<file path="src/rtl/dwt53_pkg.sv">
package dwt53_pkg;

    localparam int COEF_W = 16;

    typedef logic signed [COEF_W-1:0] coef_t;

    typedef struct packed {
        logic  valid;
        logic  sor;
        coef_t even;
        coef_t odd;
    } pair_t;

    // Arithmetic right shift by a constant amount: pure wiring with the
    // sign bit copied into the vacated upper positions.
    function automatic coef_t wired_asr(coef_t x, int unsigned sh);
        coef_t r;
        for (int i = 0; i < COEF_W; i++) begin
            if (i + sh < COEF_W) r[i] = x[i + sh];
            else                 r[i] = x[COEF_W-1];
        end
        return r;
    endfunction

endpackage

</file>
<file path="src/rtl/dwt53_align_delay.sv">
module dwt53_align_delay #(
    parameter int W     = 16,
    parameter int DEPTH = 2
) (
    input  logic         clk,
    input  logic         rst,
    input  logic [W-1:0] din,
    output logic [W-1:0] dout
);
    logic [W-1:0] stg [DEPTH];

    for (genvar g = 0; g < DEPTH; g++) begin : g_stage
        if (g == 0) begin : g_first
            always_ff @(posedge clk) begin
                if (rst) stg[g] <= '0;
                else     stg[g] <= din;
            end
        end else begin : g_next
            always_ff @(posedge clk) begin
                if (rst) stg[g] <= '0;
                else     stg[g] <= stg[g-1];
            end
        end
    end

    assign dout = stg[DEPTH-1];
endmodule

</file>
<file path="src/rtl/dwt53_lift_pe.sv">
module dwt53_lift_pe
    import dwt53_pkg::*;
#(
    parameter int unsigned SHIFT  = 1,
    parameter bit          NEGATE = 1'b0
) (
    input  logic  clk,
    input  logic  rst,
    input  logic  in_valid,
    input  coef_t in_a,
    input  coef_t in_b,
    input  coef_t in_c,
    output logic  out_valid,
    output coef_t out_y
);
    coef_t d_sum;
    coef_t d_pass;
    logic  v_mid;
    coef_t scaled;

    // Stage 1: pair sum and pass-through operand
    always_ff @(posedge clk) begin
        if (rst) begin
            d_sum  <= '0;
            d_pass <= '0;
            v_mid  <= 1'b0;
        end else begin
            d_sum  <= in_a + in_b;
            d_pass <= in_c;
            v_mid  <= in_valid;
        end
    end

    assign scaled = wired_asr(d_sum, SHIFT);

    // Stage 2: combine with wired-scaled sum
    always_ff @(posedge clk) begin
        if (rst) begin
            out_y     <= '0;
            out_valid <= 1'b0;
        end else begin
            out_y     <= NEGATE ? (d_pass - scaled) : (d_pass + scaled);
            out_valid <= v_mid;
        end
    end

    AST_PE_VALID_CARRIED: assert property (@(posedge clk) disable iff (rst)
        in_valid |-> ##2 out_valid);
    AST_PE_IDLE_CARRIED: assert property (@(posedge clk) disable iff (rst)
        !in_valid |-> ##2 !out_valid);
endmodule

</file>
<file path="src/rtl/dwt53_row_lift.sv">
module dwt53_row_lift
    import dwt53_pkg::*;
#(
    parameter int PIX_W = 8
) (
    input  logic             clk,
    input  logic             rst,
    input  logic             in_valid,
    input  logic             in_sor,
    input  logic [PIX_W-1:0] in_even,
    input  logic [PIX_W-1:0] in_odd,
    output logic             out_valid,
    output logic [15:0]      out_low,
    output logic [15:0]      out_high
);
    localparam int PAD      = COEF_W - PIX_W;
    localparam int PIX_MAX  = (1 << PIX_W) - 1;
    localparam int L_MIN    = -((PIX_MAX + 1) / 2);
    localparam int L_MAX    = PIX_MAX + (2 * PIX_MAX) / 4;
    localparam int PE_LAT   = 2;

    pair_t in_q;
    coef_t even_hist;
    coef_t even_left;
    coef_t even_left_d;
    logic  p_valid;
    coef_t p_high;
    logic  sor_d;
    coef_t high_hist;
    coef_t high_left;
    coef_t high_d;
    logic  u_valid;
    coef_t u_low;
    coef_t low_q;
    coef_t high_q;
    logic  valid_q;

    // Input register: widen unsigned pixels to signed coefficients
    always_ff @(posedge clk) begin
        if (rst) begin
            in_q <= '0;
        end else begin
            in_q.valid <= in_valid;
            in_q.sor   <= in_sor & in_valid;
            in_q.even  <= coef_t'({{PAD{1'b0}}, in_even});
            in_q.odd   <= coef_t'({{PAD{1'b0}}, in_odd});
        end
    end

    // Previous even sample, advanced only by accepted pairs
    always_ff @(posedge clk) begin
        if (rst)             even_hist <= '0;
        else if (in_q.valid) even_hist <= in_q.even;
    end

    assign even_left = in_q.sor ? '0 : even_hist;

    // Predict step: H = odd - (even + even_left)/2
    dwt53_lift_pe #(.SHIFT(1), .NEGATE(1'b1)) u_predict (
        .clk       (clk),
        .rst       (rst),
        .in_valid  (in_q.valid),
        .in_a      (in_q.even),
        .in_b      (even_left),
        .in_c      (in_q.odd),
        .out_valid (p_valid),
        .out_y     (p_high)
    );

    // Realign left even sample and row marker with the predict result
    dwt53_align_delay #(.W(COEF_W), .DEPTH(PE_LAT)) u_even_dly (
        .clk  (clk),
        .rst  (rst),
        .din  (even_left),
        .dout (even_left_d)
    );

    dwt53_align_delay #(.W(1), .DEPTH(PE_LAT)) u_sor_dly (
        .clk  (clk),
        .rst  (rst),
        .din  (in_q.sor),
        .dout (sor_d)
    );

    // Previous high-pass result, advanced only by accepted pairs
    always_ff @(posedge clk) begin
        if (rst)          high_hist <= '0;
        else if (p_valid) high_hist <= p_high;
    end

    assign high_left = sor_d ? '0 : high_hist;

    // Update step: L = even_left + (H + H_left)/4
    dwt53_lift_pe #(.SHIFT(2), .NEGATE(1'b0)) u_update (
        .clk       (clk),
        .rst       (rst),
        .in_valid  (p_valid),
        .in_a      (p_high),
        .in_b      (high_left),
        .in_c      (even_left_d),
        .out_valid (u_valid),
        .out_y     (u_low)
    );

    dwt53_align_delay #(.W(COEF_W), .DEPTH(PE_LAT)) u_high_dly (
        .clk  (clk),
        .rst  (rst),
        .din  (p_high),
        .dout (high_d)
    );

    // Output register: loads only on a valid pair, holds otherwise
    always_ff @(posedge clk) begin
        if (rst) begin
            valid_q <= 1'b0;
            low_q   <= '0;
            high_q  <= '0;
        end else begin
            valid_q <= u_valid;
            if (u_valid) begin
                low_q  <= u_low;
                high_q <= high_d;
            end
        end
    end

    assign out_valid = valid_q;
    assign out_low   = low_q;
    assign out_high  = high_q;

    AST_NO_OVERFLOW_HIGH: assert property (@(posedge clk) disable iff (rst)
        p_valid |-> ($signed(p_high) >= -PIX_MAX && $signed(p_high) <= PIX_MAX));
    AST_NO_OVERFLOW_LOW: assert property (@(posedge clk) disable iff (rst)
        out_valid |-> ($signed(out_low) >= L_MIN && $signed(out_low) <= L_MAX));
    AST_HOLD_LOW: assert property (@(posedge clk) disable iff (rst)
        !out_valid |-> $stable(out_low));
    AST_HOLD_HIGH: assert property (@(posedge clk) disable iff (rst)
        !out_valid |-> $stable(out_high));
    AST_TOTAL_LATENCY: assert property (@(posedge clk) disable iff (rst)
        in_valid |-> ##6 out_valid);
endmodule

</file>
<file path="config.mk">
export PLATFORM = sky130hd
export DESIGN_NAME = dwt53_row_lift
export DESIGN_NICKNAME = d
export VERILOG_FILES = /design/src/rtl/dwt53_pkg.sv /design/src/rtl/dwt53_align_delay.sv /design/src/rtl/dwt53_lift_pe.sv /design/src/rtl/dwt53_row_lift.sv
export SDC_FILE = /design/constraint.sdc
export NUM_CORES = 1
export LEC_CHECK = 0
export ABC_AREA = 0
export CORE_UTILIZATION = 45
export CTS_CLUSTER_DIAMETER = 150
export CTS_CLUSTER_SIZE = 10
export DETAILED_ROUTE_END_ITERATION = 16
export DONT_BUFFER_PORTS = 1
export PLACE_DENSITY_LB_ADDON = 0.12
export SYNTH_ARGS = -nofsm -noshare
export SYNTH_HDL_FRONTEND = slang
export SYNTH_SLANG_ARGS = --single-unit
</file>
<file path="constraint.sdc">
create_clock -name clk -period 2.9 [get_ports clk]
set_clock_uncertainty 0.1 [all_clocks]
set_input_delay 0.29 -clock clk [delete_from_list [all_inputs] [get_ports clk]]
set_output_delay 0.29 -clock clk [all_outputs]
set_load 0.005 [all_outputs]
</file>
=== After elaboration in Yosys (flattened, before gate mapping) ===
Memory sizes are Yosys's and may differ from the RTL's. A register that Yosys moved wholly into a read port is not among the register bits.
Cells that the tools add are included.

* Input bits: 20
* Memories kept: 3
* Word-level logic and storage cells: 44
* Register bits after elaboration: 167
* RAM bits: 66
* Output and inout port bits: 33

* Bitwise logic cells: 7
* Add/sub/neg operators: 4
* Multiplexer cells: 11

{| class="wikitable"
|+ Memory list
! memory !! words !! width !! rd ports !! clocked after memory_dff !! write ports !! line !! RTL
|-
| u_even_dly.stg || 2 || 16 || 2 || 1 || 2 || dwt53_align_delay.sv:10 || <nowiki>logic [W-1:0] stg [DEPTH];</nowiki>
|-
| u_high_dly.stg || 2 || 16 || 2 || 1 || 2 || dwt53_align_delay.sv:10 ||
|-
| u_sor_dly.stg || 2 || 1 || 2 || 0 || 2 || dwt53_align_delay.sv:10 ||
|}

{| class="wikitable"
|+ Operators with widths
! kind !! count
|-
| 2-to-1 mux 16 bit || 6
|-
| adder 16 bit || 2
|-
| adder 16 x 14 -> 16 bit || 1
|-
| subtractor 16 x 15 -> 16 bit || 1
|-
| OR 1 bit || 6
|-
| 2-to-1 mux 1 bit || 5
|-
| AND 1 bit || 1
|}

=== Depth between registers and ports, before layout ===
* Word-level depth: 3
* Mapped depth: 10
* Gate-level depth less buffers: 10

=== By module ===
A second synthesis with hierarchy kept.

* Cells, all modules: 974
* Area, all modules: 9770.6 um2

{| class="wikitable"
|+ By module, submodules not included
! module !! sequential area each (um2) !! area an instance (um2) !! cells each !! instances
|-
| dwt53_row_lift || 1501.4 || 2700.1 || 247 || 1
|-
| dwt53_lift_pe (u_predict) || 980.9 || 2696.3 || 310 || 1
|-
| dwt53_lift_pe (u_update) || 960.9 || 2595.0 || 279 || 1
|-
| dwt53_align_delay (u_even_dly ...) || 640.6 || 863.3 || 67 || 2
|-
| dwt53_align_delay (u_sor_dly) || 40.0 || 52.6 || 4 || 1
|}

=== Least setup slack after synthesis ===
No wires, ideal clock.

* Path type: register to register
* From: memory u_sor_dly.stg[1]
* To: register u_update.d_sum[13]
* Data required time: 2.672 ns
* Clock period less this slack: 2.401 ns
* Library setup time: 0.128 ns
* Stages on the path, launching flop included: 11
* Data arrival time: 2.173 ns
* Buffers on the path: 2
* Slack: 0.499 ns
* Cell sequence: dfxtp_1 > clkbuf_1 > nor2b_1 > ha_1 > buf_4 > and4_1 > a221oi_1 > o21ai_1 > a221oi_1 > xor2_1 > nor2_1

{| class="wikitable"
|+ RTL lines
! element !! line !! RTL
|-
| start: declaration || dwt53_align_delay.sv:10 ||
|-
| end signal: assignment || dwt53_lift_pe.sv:28 || <nowiki>d_sum <= in_a + in_b;</nowiki>
|-
| end: declaration || dwt53_lift_pe.sv:16 || <nowiki>coef_t d_sum;</nowiki>
|}

==> results.cfg <==
[status]
status = finished, final reports clean

[setup_path]
path_max_fanout = 16
reg2reg_slack_ns = 0.25
cp_slowest_cell = dfxtp_1
cp.required_ns = 3.11
critPathLaunchType = flip-flop
cp-end-kind = flip-flop
r2r_start = u_sor_dly.stg[1]$_SDFF_PP0_
crit_arrival_ns = 2.87
max_stage_delay_ns = 0.61
crit_type = reg2reg
r2r-end = u_update.d_sum[4]$_SDFF_PP0_
r2r_cells = 7
critPathBufInv = 1
crit_chain = and2b_1, ha_1, nand4b_4, a211oi_2, xnor2_1, nor2_1, dlygate4sd3_1
cpLargestDelayFamily = flip-flops

[power_and_ir_drop]
power_density_nw_per_um2 = 653.6
p_leak_uw = 0.003616
p_seq_frac = 0.510
combPwrFrac = 0.071
p_total_uw = 5631
intPower_uw = 4373
p_switching_uw = 1257
swShare = 0.2233
clkPwrFrac = 0.419
max-vdd-ir-drop_mv = 0.4199

[routing]
met1Wirelength_mm = 6.158
drtIter0Drc = 176
wl_mm = 12.83
highest_layer = met4
firstDrtPassIters = 4
wl_met2_mm = 5.955
ant_nets = 0
vias = 4656
vias_per_cell = 4.761
wl_per_cell_um = 13.12
met3_length_um = 414
drc = 0

[synthesis]
synth.yosys.seq_area_share = 0.5292
synth-edff-count = 0
async_flop_share = 0
yosysTopAreaCell = dfxtp_1
syn_inst = 710
synth_cell_types = 47
synthesis.area_sq_um = 7338
ys.warnings.count = 0
ys_seq_elements = 194
syn_area_per_cell_sq_um = 10.34
dominantRegCellSynth = dfxtp_1
syn_nets = 770
synthTopCellsByArea = dfxtp_1 53%, nor2b_1 9.4%, mux2i_1 7.5%
synth_top_area_frac = 0.5292

[finish]
layout_common_cells = 193 x dfxtp_1, 110 x nor2b_1, 97 x nor2_1
drive_gt1_frac = 0.05774
antenna_cells = 0
fin_nets = 809
fin_util = 0.5423
area_growth_pct = 17.39
finalNonFillerCells = 978
layout_commonest_cell = dfxtp_1

[place]
post-place-cells = 895
place_congestion = 0.7807
dp_hpwl_mm = 8.430
port_buffers = 0
post-place-ws_ns = 0.2983

[worst_hold_path]
min_delay_path_depth = 2
hold_start = rst
hold_path.class = in2reg
min_to = u_even_dly.stg[0][1]$_SDFF_PP0_

[floorplan]
pin_count = 53
initial_utilization = 0.4620
rows = 46
die_w_um = 129.7
dieArea_sq_um = 16820
core_sq_um = 15890
die_h_um = 129.7

[timing]
fin_ws_ns = 0.2471
finalSetupViolations = 0
fmax_ghz = 0.3769
setup_tns_ns = 0
slew_violations = 0
finalHoldViolations = 0
rsz0062_at_grt = no
fin_crit_sh = 0.9148
slew_headroom = 0.3534
tightest_slew_ns = 0.9698
min_period_ns = 2.653

[clock_tree]
clockBufferDepth = 2
cts_sinks = 194
cts_tree = built
insertion_delay_ns = 0.42
htree_levels = 4
cts_setup_buffers = 0
clk_pin_slew_ns = 0.07
root_buffer = clkbuf_16
cts_inserted_buffers = 17

[global_routing]
grt_max_degree = 139
grt_pass1_wl_mm = 21.70
first_global_vias = 4597
grt_use_total = 0.1669
antenna_found_initial = 0
overflow = 0

[flow_run]
cap_violations = 0
==> final cells by class <==
cell class | count | area (sq um)
Fill cell | 1402 | 7271
Clock inverter | 11 | 152.6
Tap cell | 216 | 270.3
Sequential cell | 194 | 3885
Timing Repair Buffer | 51 | 528.0
Multi-Input combinational cell | 465 | 3253
Clock buffer | 21 | 450.4
Inverter | 20 | 75.07
==> repair_timing <==
item	4_1_cts	5_1_grt
hold endpoints to repair	178	0
hold buffers	51	0
gates resized for setup	0	0
==> through the flow <==
step                      cell area [sq um]  hold WS (ns)
after floorplan                        7338        0.3117
after global placement                 7483        0.2744
after detailed placement               7483        0.2768
after CTS                              8615       0.02829
after global routing                   8615       0.05819
final                                  8615       0.04441
==> power groups by stage <==
stage               logic (uW)  clock network, uW  registers (uW)
floorplan                  316                  0            2890
global placement           333                  0            2930
detailed placement         338                  0            2930
CTS                        405               2420            2870
global route               451               2540            2880
finish                     400               2360            2870
==> kinds of logic (layout without fill, tap and decap cells) <==
family                   after synthesis  count (layout)  synth area share
XOR/XNOR                              25              25           0.02984
flip-flops                           194             194            0.5292
AND/OR/NAND/NOR                      264             264            0.1915
buffers and inverters                 51             103           0.02745
AO/OA/AOI/OAI                         79              79           0.07161
multiplexers                          57              57           0.07809
adder cells (fa/ha/maj)               40              40           0.07229
==> sequential cells by signal, summed over array words and instances (netlist names) <==
register	flops
u_high_dly.stg	30
in_q	18
out_low	16
u_even_dly.stg	16
u_update.out_y	16
high_hist	15
out_high	15
u_predict.out_y	15
u_update.d_sum	14
even_hist	8
u_predict.d_pass	8
u_predict.d_sum	8
u_update.d_pass	8
u_sor_dly.stg	2
out_valid	1
u_predict.out_valid	1
u_predict.v_mid	1
u_update.out_valid	1
u_update.v_mid	1
==> per-layer routing <==
layer / GRT usage / vias up
met5: 0 / -
met4: 0.07592 / 0
met3: 0.04469 / 21
met2: 0.2774 / 67
met1: 0.2021 / 2130
li1: - / 2438
==> cells in the mapped netlist (5+ instances only) <==
| master | instances |
|---|---|
| inv_1 | 20 |
| nor2_1 | 97 |
| xnor2_1 | 10 |
| xor2_1 | 15 |
| mux2i_1 | 55 |
| nand2_1 | 5 |
| ha_1 | 36 |
| nand3_1 | 5 |
| or2_2 | 5 |
| dfxtp_1 | 194 |
| o21ai_0 | 11 |
| and3_1 | 6 |
| and2_1 | 11 |
| o21a_1 | 5 |
| nor2b_1 | 110 |
| nor3_1 | 14 |
| a21o_1 | 9 |
| a31oi_1 | 8 |
| clkbuf_1 | 25 |
| a21oi_1 | 23 |
==> how the worst max path moves through the flow <==
stage	from	to	cells after the start
floorplan	u_sor_dly.stg[1]$_SDFF_PP0_	u_update.d_sum[13]$_SDFF_PP0_	10
global placement	u_sor_dly.stg[1]$_SDFF_PP0_	u_update.d_sum[15]$_SDFF_PP0_	8
global route	u_sor_dly.stg[1]$_SDFF_PP0_	u_update.d_sum[4]$_SDFF_PP0_	7
detailed placement	u_sor_dly.stg[1]$_SDFF_PP0_	u_update.d_sum[15]$_SDFF_PP0_	8
finish	u_sor_dly.stg[1]$_SDFF_PP0_	u_update.d_sum[4]$_SDFF_PP0_	7
CTS	u_sor_dly.stg[1]$_SDFF_PP0_	u_update.d_sum[4]$_SDFF_PP0_	7
==> worst reg2reg max path, stage by stage, from the launching register on <==
cell           delay [ns]
dfxtp_1              0.61
and2b_1              0.24
ha_1                 0.33
nand4b_4             0.11
a211oi_2             0.35
xnor2_1              0.20
nor2_1               0.06
dlygate4sd3_1        0.55
Power figures use the tool's default switching activity.
